### src/rtl/gpio_port_regs.sv
module gpio_port_regs #(
  parameter int PINS = 8,
  parameter int AW = 8,
  parameter logic [7:0] OFS_MODE = 8'h00,
  parameter logic [7:0] OFS_DRIVE = 8'h10,
  parameter logic [7:0] OFS_LEVEL = 8'h20,
  parameter logic [7:0] OFS_SENSE = 8'h30,
  parameter logic [7:0] OFS_ALIAS = 8'h80
) (
  input  logic          clk,
  input  logic          rst_n,
  input  logic          bus_wr,
  input  logic [AW-1:0] bus_addr,
  input  logic [31:0]   bus_wdata,
  output logic [31:0]   bus_rdata,
  input  logic [PINS-1:0] pad_in,
  output logic [PINS-1:0] pad_out,
  output logic [PINS-1:0] pad_oe,
  output logic [PINS-1:0] pad_gpio,
  output logic [PINS-1:0] pin_sync
);
  localparam logic [AW-1:0] A_MODE   = AW'(OFS_MODE);
  localparam logic [AW-1:0] A_DRIVE  = AW'(OFS_DRIVE);
  localparam logic [AW-1:0] A_LEVEL  = AW'(OFS_LEVEL);
  localparam logic [AW-1:0] A_SENSE  = AW'(OFS_SENSE);
  localparam logic [AW-1:0] A_MODE_M  = AW'(OFS_MODE + OFS_ALIAS);
  localparam logic [AW-1:0] A_DRIVE_M = AW'(OFS_DRIVE + OFS_ALIAS);
  localparam logic [AW-1:0] A_LEVEL_M = AW'(OFS_LEVEL + OFS_ALIAS);
  localparam int PAD = 32 - PINS;

  logic [PINS-1:0] mode_q, drive_q, level_q, sync1_q, sync2_q;
  logic [PINS-1:0] wval, wmsk;

  assign wval = bus_wdata[PINS-1:0];
  assign wmsk = bus_wdata[8 +: PINS];

  always_ff @(posedge clk or negedge rst_n) begin
    if (!rst_n) begin
      mode_q  <= '0;
      drive_q <= '0;
      level_q <= '0;
    end else if (bus_wr) begin
      if (bus_addr == A_MODE)    mode_q  <= wval;
      if (bus_addr == A_MODE_M)  mode_q  <= (mode_q & ~wmsk) | (wval & wmsk);
      if (bus_addr == A_DRIVE)   drive_q <= wval;
      if (bus_addr == A_DRIVE_M) drive_q <= (drive_q & ~wmsk) | (wval & wmsk);
      if (bus_addr == A_LEVEL)   level_q <= wval;
      if (bus_addr == A_LEVEL_M) level_q <= (level_q & ~wmsk) | (wval & wmsk);
    end
  end

  always_ff @(posedge clk or negedge rst_n) begin
    if (!rst_n) begin
      sync1_q <= '0;
      sync2_q <= '0;
    end else begin
      sync1_q <= pad_in;
      sync2_q <= sync1_q;
    end
  end

  always_comb begin
    bus_rdata = '0;
    case (bus_addr)
      A_MODE:  bus_rdata = {{PAD{1'b0}}, mode_q};
      A_DRIVE: bus_rdata = {{PAD{1'b0}}, drive_q};
      A_LEVEL: bus_rdata = {{PAD{1'b0}}, level_q};
      A_SENSE: bus_rdata = {{PAD{1'b0}}, sync2_q};
      default: bus_rdata = '0;
    endcase
  end

  assign pad_out  = level_q;
  assign pad_gpio = mode_q;
  assign pad_oe   = mode_q & drive_q;
  assign pin_sync = sync2_q;

  a_r2_plain_level_load: assert property (@(posedge clk) disable iff (!rst_n)
    (bus_wr && bus_addr == A_LEVEL) |=> (pad_out == $past(bus_wdata[PINS-1:0])));

  a_r3_alias_keeps_unmasked: assert property (@(posedge clk) disable iff (!rst_n)
    (bus_wr && bus_addr == A_DRIVE_M) |=>
      (((drive_q ^ $past(drive_q)) & ~$past(bus_wdata[8 +: PINS])) == '0));

  a_r5_oe_needs_gpio: assert property (@(posedge clk) disable iff (!rst_n)
    ((pad_oe & ~pad_gpio) == '0));

  a_r9_idle_holds: assert property (@(posedge clk) disable iff (!rst_n)
    !bus_wr |=> ($stable(mode_q) && $stable(drive_q) && $stable(level_q)));
endmodule

### config.mk
export PLATFORM = sky130hd
export DESIGN_NAME = gpio_port_regs
export DESIGN_NICKNAME = d
export VERILOG_FILES = /design/src/rtl/gpio_port_regs.sv
export SDC_FILE = /design/constraint.sdc
export NUM_CORES = 1
export LEC_CHECK = 0
export BUFFER_PORTS_ARGS = -buffer_cell sky130_fd_sc_hd__buf_2
export CAP_MARGIN = 20
export CORE_MARGIN = 3
export CORE_UTILIZATION = 44
export CTS_BUF_LIST = sky130_fd_sc_hd__clkbuf_8
export DETAILED_ROUTE_END_ITERATION = 12
export PLACE_DENSITY = 0.79
export RECOVER_POWER = 25
export REMOVE_ABC_BUFFERS = 1
export SLEW_MARGIN = 10
export SYNTH_ARGS = -nofsm -noshare
export SYNTH_HDL_FRONTEND = slang
export SYNTH_SLANG_ARGS = --single-unit
### constraint.sdc
create_clock -name clk -period 1.6 [get_ports clk]
set_input_delay 0.16 -clock clk [delete_from_list [all_inputs] [get_ports clk]]
set_output_delay 0.16 -clock clk [all_outputs]
set_load 0.01 [all_outputs]
# [Word-level counts from Yosys, hierarchy flattened]
# Cells that the tools add are included.
[totals] in_bits=51 ff_bits=40
[classes] n_reduce_logical=7 n_eq_ne=6 mux=7 bitwise_logic=9
[ops] cell="8-bit two-way mux" n=6
[ops] cell="8-bit AND" n=5
[ops] cell="8-bit case mux with 4 select lines" n=1
[ops] cell="8-bit equality test (second input constant)" n=3
[ops] cell="8-bit OR" n=3
[ops] cell="8-bit by 6-bit equality test with 1-bit output (second input constant)" n=2
[ops] cell="8-bit by 5-bit equality test with 1-bit output (second input constant)" n=1
[ops] cell="8-bit zero test" n=1
[ops] cell="8-bit inverter" n=1
[ops] cell="2-bit AND reduction" n=3
[ops] cell="2-bit nonzero test" n=3

# [Longest topological paths before layout]
# Gate-level depths: netlist of run 1.
[depth] word_depth=4 depth_mapped=5 ltp_nobuf=3

# [Worst setup path after synthesis of run 1]
# No wires, ideal clock.
[synth_timing] path_type="input -> output" startpoint="in bus_addr[7]" endpoint="out bus_rdata[6]" slack_ps=316 path_buffers=1 cell_stages=4 arrival_ps=1124 t_required_ps=1440 path_cell_list="clkbuf_1 -> or3b_2 -> o22ai_1 -> and2_1"
[synth_between] elab_chain_len=2
[synth_lines] item="start: declaration" line_no="13" rtl="input logic [AW-1:0] bus_addr,"
[synth_lines] item="8-bit by 6-bit equality test with 1-bit output (tied with other cells)" line_no="64" rtl="case (bus_addr)"
[synth_lines] item="8-bit case mux with 4 select lines (*)" line_no="64"
[synth_lines] item="end: declaration" line_no="15" rtl="output logic [31:0] bus_rdata,"
# Mark *: on every way between the ends. The rest lies on a longest branch, timed or not.

==> results list, run 1 <==
* Most common flop cell mapped by yosys: sky130_fd_sc_hd__dfrtp_1
- Yosys attributes the largest share of cell area to sky130_fd_sc_hd__dfrtp_1, sky130_fd_sc_hd__buf_4, sky130_fd_sc_hd__mux2_1.
- Port Buffers: 74
- In this design, the stage delay of the slowest critical-path cell is 460 ps.
- The cell sitting at the root of the clock tree is a sky130_fd_sc_hd__clkbuf_8.
- Portion of the post-synthesis area used by sequential elements: 48.0%
* Final count of pins violating max slew: 0
- Counting cells, the worst reg-to-reg path comes to 2.
- Dividing total power by cell area gives a power density of 766 mW/mm².
* Number of synthesized flops with an enable pin: 0
- Count of final setup violators: 0
* Number of hold violations in the final report: 0
- Top cells by instance count after synthesis: sky130_fd_sc_hd__dfrtp_1, sky130_fd_sc_hd__buf_4, sky130_fd_sc_hd__mux2_1, sky130_fd_sc_hd__nand3_1, sky130_fd_sc_hd__and2_1
- The final layout contains 318 nets.
- Number of global-route vias before repair: 1548
* Ports placed on the boundary: 115
* Final clock skew: 2.78 ps
- The initial utilization of the core area, before any placement, comes to 46.6%.
- Netlist cell types: 23
- Part of the total power dissipated in combinational logic: 16.7%
- Worst-case headroom to the max-slew limit: 24.3%
- Area share of the leading cell type in the synthesized netlist: 48.0%
* P_leak: 0.00143 µW
- Class of the tightest hold or removal check: in2reg
* Antenna violations before repair: 0
- Counting along the longest clock path gives a buffer depth of 2.
- Async set-or-reset flop fraction in the synthesized netlist: 100%
- Yosys instantiated no cell more often than sky130_fd_sc_hd__dfrtp_1.
* Total Die Area: 0.00560 mm²
- For this run, design rule violations remaining after detail routing come to 0.
* WHS Path Cells: 2
- Placeable core region: 0.00447 mm²
- Unrepaired setup endpoints after global routing: yes
* Share of power burned in the clock network: 29.5%
- Clock H-tree levels: 2
- Least setup slack across all paths after layout: 21.0 ps
- Remaining antenna violation count after routing: 0
* Die span in x: 74.8 µm
- Cells with a size suffix above 1 make up 41.2% of the layout.
* Share of power burned in registers: 53.8%
* Die Ht: 74.8 µm
- After synthesis, the mean cell area works out to 12.0 µm².
- Routed wire length: 4.72 mm
- TritonCTS built the clock tree.
* Required time at the endpoint of the critical path: 1440 ps
- The clock drives 40 sinks.
- STA puts the critical path data arrival time at 1420 ps.
- Startpoint type of the worst setup path: register
- After global routing the overflow that remains totals 0.
- Slew at the pin closest to its max-slew limit: 1140 ps
* Part of the cycle the worst path needs: 98.7%
- YS warnings: 0
* Flops & latches, synth: 40
- Max-cap violations in this run came to 0.
- Count of inserted antenna diode cells: 0
* Series of cell instances along the critical path: mux4_2 > and3_4 > buf_6
- The first global-routing pass estimated 7.32 mm of wire.
- The critical path is of the reg2out type.
* Mapped cell area: 0.00208 mm²
- The analysis attributes to net switching a power of 537 µW.
- Shortest clock period the worst path allows after layout: 1580 ps
- The run finished with clean final reports.
- Detailed placement ended at an HPWL of 3.55 mm.
- Int Power: 1530 µW
- On the critical path the largest part of the delay comes from multiplexers.
- Slowest library cell on the worst path: sky130_fd_sc_hd__mux4_2
- Number of standard cells after synthesis: 173
* Cell type contributing the most total cell area after synthesis: sky130_fd_sc_hd__dfrtp_1
- Count of routing violations after the opening detailed-route iteration: 77
* Worst path buffer plus inverter count: 1
* Share of total power consumed by net switching: 26.0%
- Detail-routed via count per cell: 4.96
* Post-placement setup slack: 110 ps
- The worst register-to-register path has a setup slack of 650 ps.
- The startpoint identified for the worst hold timing path is bus_wdata[1].
- Largest net degree at the start of global routing: 33
* Overall routing resource usage: 17.7%
* CTS clock-pin slew for the worst setup and hold paths: 70 ps
- Total number of placement rows: 24
- The worst setup path is captured at a primary output.
* Weighted congestion at the end of routability-driven global placement: 0.748
* Detailed-router iteration count before antenna repair: 4
- Hold_ws: 117 ps
* Count of vias placed by the detailed router: 1583
* Achievable frequency: 633 MHz
* Area growth from synthesis to layout: 29.4%
- IR Drop Worst-Case VDD: 552 µV
- In the final routed layout, each cell accounts on average for 14.8 µm.
- Insertion delay of the later-clocked pin in the worst-skew pair: 280 ps
- Buffers inserted during clock tree synthesis total 5.
- Along the worst path, the maximum fanout reaches 2.
-- cell type report --
| cell class | instances | area, µm² |
|---|---|---|
| Fill cell | 382 | 1780 |
| Sequential cell | 40 | 1000 |
| Multi-Input combinational cell | 122 | 937 |
| Timing Repair Buffer | 98 | 616 |
| Clock buffer | 5 | 68.8 |
| Tap cell | 52 | 65.1 |
| Clock inverter | 2 | 8.76 |
-- how the worst max path moves through the flow --
stage | from | end | slack (ps) | cells past startpoint
2_1_floorplan | bus_addr[3] | register | -20 | 3
3_3_place_gp | bus_addr[5] | bus_rdata[7] | 120 | 5
3_5_place_dp | bus_addr[5] | bus_rdata[7] | 110 | 5
4_1_cts | register | bus_rdata[3] | 7 | 3
5_1_grt | register | bus_rdata[3] | -30 | 3
6_report | register | bus_rdata[3] | 20 | 3
-- power by group through the flow --
stage	Clock, µW	Sequential, µW	Combinational (µW)
after floorplan	0	1140	122
after global placement	0	1130	310
after detailed placement	0	1130	318
after CTS	646	1110	349
after global routing	682	1120	380
final	609	1110	346
-- cell usage in the layout, fill, tap and decap left out, drive strengths merged, types with 3 or more instances in the layout --
cell type,netlist,layout
conb,1,24
mux2,24,24
buf,33,88
and2,13,13
o22ai,5,5
nand3,16,16
mux4,3,3
dfrtp,40,40
dlygate4sd3,0,9
and3,3,3
mux2i,10,10
nand2b,8,8
nand4,8,8
clkbuf,1,6
-- metal layers --
layer	global-route usage [%]	up-vias	wire length [µm]
li1	-	757	-
met1	22.4	748	2030
met5	0	-	0
met3	3.87	6	335
met2	30.3	72	2300
met4	5.34	0	53
-- cells by family after synthesis --
kind of cell / after synthesis / synth area share, %
AOI/OAI and AO/OA: 5 / 1.50
DFF: 40 / 48.0
muxes: 37 / 21.0
and+or+nand+nor: 56 / 17.6
buffers and inverters: 34 / 11.7
other: 1 / 0.180
-- timing repair --
item                                    in CTS  in global routing
buffers inserted                             4                  0
hold buffers                                 9                  0
gates resized for setup                      2                  0
pin swaps                                    3                  0
endpoints found under the setup margin       3                  3
endpoints found under the hold margin       27                  0
-- per-stage QoR --
stage | cells | setup TNS (ps) | cell area, µm² | utilization, % | power (µW)
5_1_grt | 319 | -50.2 | 2700 | 60.3 | 2180
4_1_cts | 319 | 0 | 2700 | 60.3 | 2100
2_1_floorplan | 162 | -129 | 1930 | - | 1260
3_5_place_dp | 299 | 0 | 2490 | 55.6 | 1450
3_3_place_gp | 299 | 0 | 2490 | 55.6 | 1440
6_report | 319 | 0 | 2700 | 60.3 | 2070
(Power assumes the default switching activity.)
==> run 2, diff against run 1 <==
- CELL_PAD_IN_SITES_DETAIL_PLACEMENT: default -> 1
- CELL_PAD_IN_SITES_GLOBAL_PLACEMENT: default -> 1
- CORE_ASPECT_RATIO: default -> 1.2
- CORE_UTILIZATION: 44 -> 34
- PLACE_DENSITY: 0.79 -> default
- PLACE_DENSITY_LB_ADDON: default -> 0.1
==> run 2 against run 1 <==
Against the previous run:
- via count grew 1.4%
- clock-buffer cell count stayed put
- setup slack got worse by 7.0 ps
- design area rose by 2.5%
- wire length grew 6.8%
- die area up 27%
- first-iteration DRC count shrank 44%
- fmax is 0.44% lower
- sequential share of layout area decreased by 0.89 points
- power fell by 1.2%
- sequential power about the same
==> results list, run 2 (same netlist as run 1, synthesis figures left out) <==
- NetSw: 519 µW (-3.4%)
- The latest clock arrival within the worst-skew pair was 280 ps (about the same).
- The max-capacitance violation count is 0 (unchanged).
- The final-report max-slew violation count was 0 (unchanged).
* Arrival time worst endpoint: 1430 ps (about the same)
* Largest net degree at the start of global routing: 33 (unchanged)
- Overall Power: 2040 µW (-1.2%)
* Fill count: 696 (+82%)
- The share of power burned in combinational logic came to 17.1% (+0.4 points).
* Weighted congestion at the end of routability-driven global placement: 0.723 (-3.4%)
* CTS root buf: sky130_fd_sc_hd__clkbuf_8
* Die Ht: 91.7 µm (+23%)
* Worst-case headroom to the max-slew limit: 25.6% (+1.3 points)
- Overall routing resource usage: 14.9% (-2.8 points)
- Global-route wire length before repair: 8.31 mm (+13%)
- Total Die Area: 0.00711 mm² (+27%)
* R2r worst-path depth: 2 (unchanged)
* Achievable frequency: 631 MHz (-0.44%)
- DP Wirelength: 4.09 mm (+15%)
- The via total after detailed routing was 1605 (+1.4%).
- Int Power: 1520 µW (-0.39%)
* Detail-routed via count per cell: 4.60 (-7.3%)
- Area growth from synthesis to layout: 32.6%
- The largest fanout on the critical path came to 2 (unchanged).
- The post-layout instance area was 0.00276 mm² (+2.5%).
- The worst supply voltage drop on vdd came to 603 µV (+9.2%).
- Hold path startpoint: bus_wdata[5]
- The power per unit of standard cell area is 739 mW/mm² (-3.5%).
- Clock buffers created by TritonCTS: 5 (unchanged)
* Starting Density: 36.0% (-11 points)
- Setup repair after global routing could not meet its margin everywhere.
- Detailed-router iteration count before antenna repair: 4 (unchanged)
- Share of total power consumed by net switching: 25.4% (-0.58 points)
- Global route overflow: 0 (unchanged)
* Startpoint type of the worst setup path: register
- The deepest level of the CTS H-tree was 2 (unchanged).
* CTS clock-pin slew for the worst setup and hold paths: 70 ps (about the same)
- # nets final: 322 (+1.3%)
- Total negative slack: 0 ps (unchanged)
- The total setup violations reported at the end of the flow is 0 (unchanged).
- The portion of total power attributed to the clock network was 28.5% (-1.0 points).
* Final clock skew: 0.260 ps (-2.52 ps)
- Class of the tightest hold or removal check: in2reg
* Remaining antenna violation count after routing: 0 (unchanged)
- Clock tree sinks: 40 (unchanged)
* WL/cell: 14.4 µm (-2.4%)
- The number of antenna violations at the first check in global routing came to 0 (unchanged).
- The worst setup path is of the reg2out kind.
- Outcome: completed
- Footprint of the multi-input gates: 947 µm² (+1.1%)
- Total number of placement rows: 30 (+25%)
- Leading cell type in the layout, fill and taps excluded: sky130_fd_sc_hd__buf_2
- Remaining DRCs: 0 (unchanged)
- The shortest clock period the worst path allows after layout is 1590 ps (+6.97 ps).
- Slew at the pin closest to its max-slew limit: 1120 ps (-19.8 ps)
* P_leak: 0.00143 µW (+0.27%)
- WHS Path Cells: 2 (unchanged)
* Count of inserted antenna diode cells: 0 (unchanged)
* Placeable core region: 0.00578 mm² (+29%)
- Commonest cells after routing, fill and taps aside: sky130_fd_sc_hd__buf_2, sky130_fd_sc_hd__dfrtp_1, sky130_fd_sc_hd__conb_1, sky130_fd_sc_hd__buf_4
* Routed wire length: 5.04 mm (+6.8%)
* Required time at the endpoint of the critical path: 1440 ps (about the same)
- Placed cell areas: 0.00253 mm² (+1.8%)
- The number of input and output port buffers inserted came to 74 (unchanged).
- Die span in x: 77.5 µm (+3.5%)
- Share of power burned in registers: 54.3% (+0.5 points)
- The maximum clock insertion buffer count was 2 (unchanged).
- The number of DRC violations after detailed-routing iteration 0 was 43 (-44%).
- TritonCTS built the clock tree.
- The reg-to-reg setup timing slack was 670 ps (+20 ps).
* Crit end category: primary output
- Number of global-route vias before repair: 1695 (+9.5%)
- Part of the cycle the worst path needs: 99.1% (+0.44 points)
- The top-level port count is 115 (unchanged).
* Number of hold violations in the final report: 0 (unchanged)
- The area occupied by registers was 0.00100 mm² (unchanged).
- The fraction of final layout cells sized beyond drive strength 1 is 42.8% (+1.6 points).
[run 2: cell types whose count changed in the layout (fill, tap and decap cells not counted), sizes merged]
cell and delta:
buf +4, inv -1, clkinv -1
[run 2: cell type report]
type | instances | share of cell area (%)
Clock buffer | 5 | 2.49
Sequential cell | 40 | 36.2
Timing Repair Buffer | 102 | 23.4
Multi-Input combinational cell | 122 | 34.3
Tap cell | 80 | 3.62
[run 2: power groups by stage]
| stage | logic, µW | clock network [µW] | registers (µW) |
|---|---|---|---|
| 3_3_place_gp | 316 | 0 | 1130 |
| 3_5_place_dp | 320 | 0 | 1130 |
| 2_1_floorplan | 122 | 0 | 1140 |
| 4_1_cts | 354 | 620 | 1110 |
| 6_report | 349 | 582 | 1110 |
| 5_1_grt | 388 | 665 | 1120 |
[run 2: per-stage QoR]
step,std cells,utilization (%),setup slack (ps),hold slack [ps]
final,349,47.8,14.1,113
after global placement,330,43.8,132,137
after CTS,349,47.6,-4.85,102
after floorplan,162,-,-21.5,-136
after global routing,349,47.8,-48.6,103
after detailed placement,330,43.8,135,140
[run 2: worst max path at each step]
stage / endpoint / startpoint / depth (start not counted) / slack [ps]
3_5_place_dp: bus_rdata[6] / bus_addr[5] / 5 / 130
2_1_floorplan: register / bus_addr[3] / 3 / -20
4_1_cts: bus_rdata[4] / register / 3 / -5
3_3_place_gp: bus_rdata[7] / bus_addr[4] / 6 / 130
6_report: bus_rdata[1] / pin_sync[1] / 3 / 10
5_1_grt: bus_rdata[4] / register / 3 / -50
[run 2: repair_timing]
| action | 4_1_cts | 5_1_grt |
|---|---|---|
| gates resized for setup | 4 | 2 |
| setup buffers | 5 | 0 |
| endpoints found under the hold margin | 26 | 0 |
| hold buffers | 9 | 0 |
| cloned | 0 | 0 |
| pin swaps | 1 | 0 |
| endpoints found under the setup margin | 3 | 3 |
[run 2: worst max-delay path, cell delays in order, from the launching register on]
cell                      delay (ps)
sky130_fd_sc_hd__dfrtp_1         380
sky130_fd_sc_hd__mux4_2          460
sky130_fd_sc_hd__and3_4          190
sky130_fd_sc_hd__buf_6           110
[run 2: routing by layer]
layer / wire length [µm] / track usage [%]
met5: 0 / 0
met4: 61 / 5.34
met3: 413 / 4.91
met2: 2560 / 26.0
met1: 2010 / 16.8
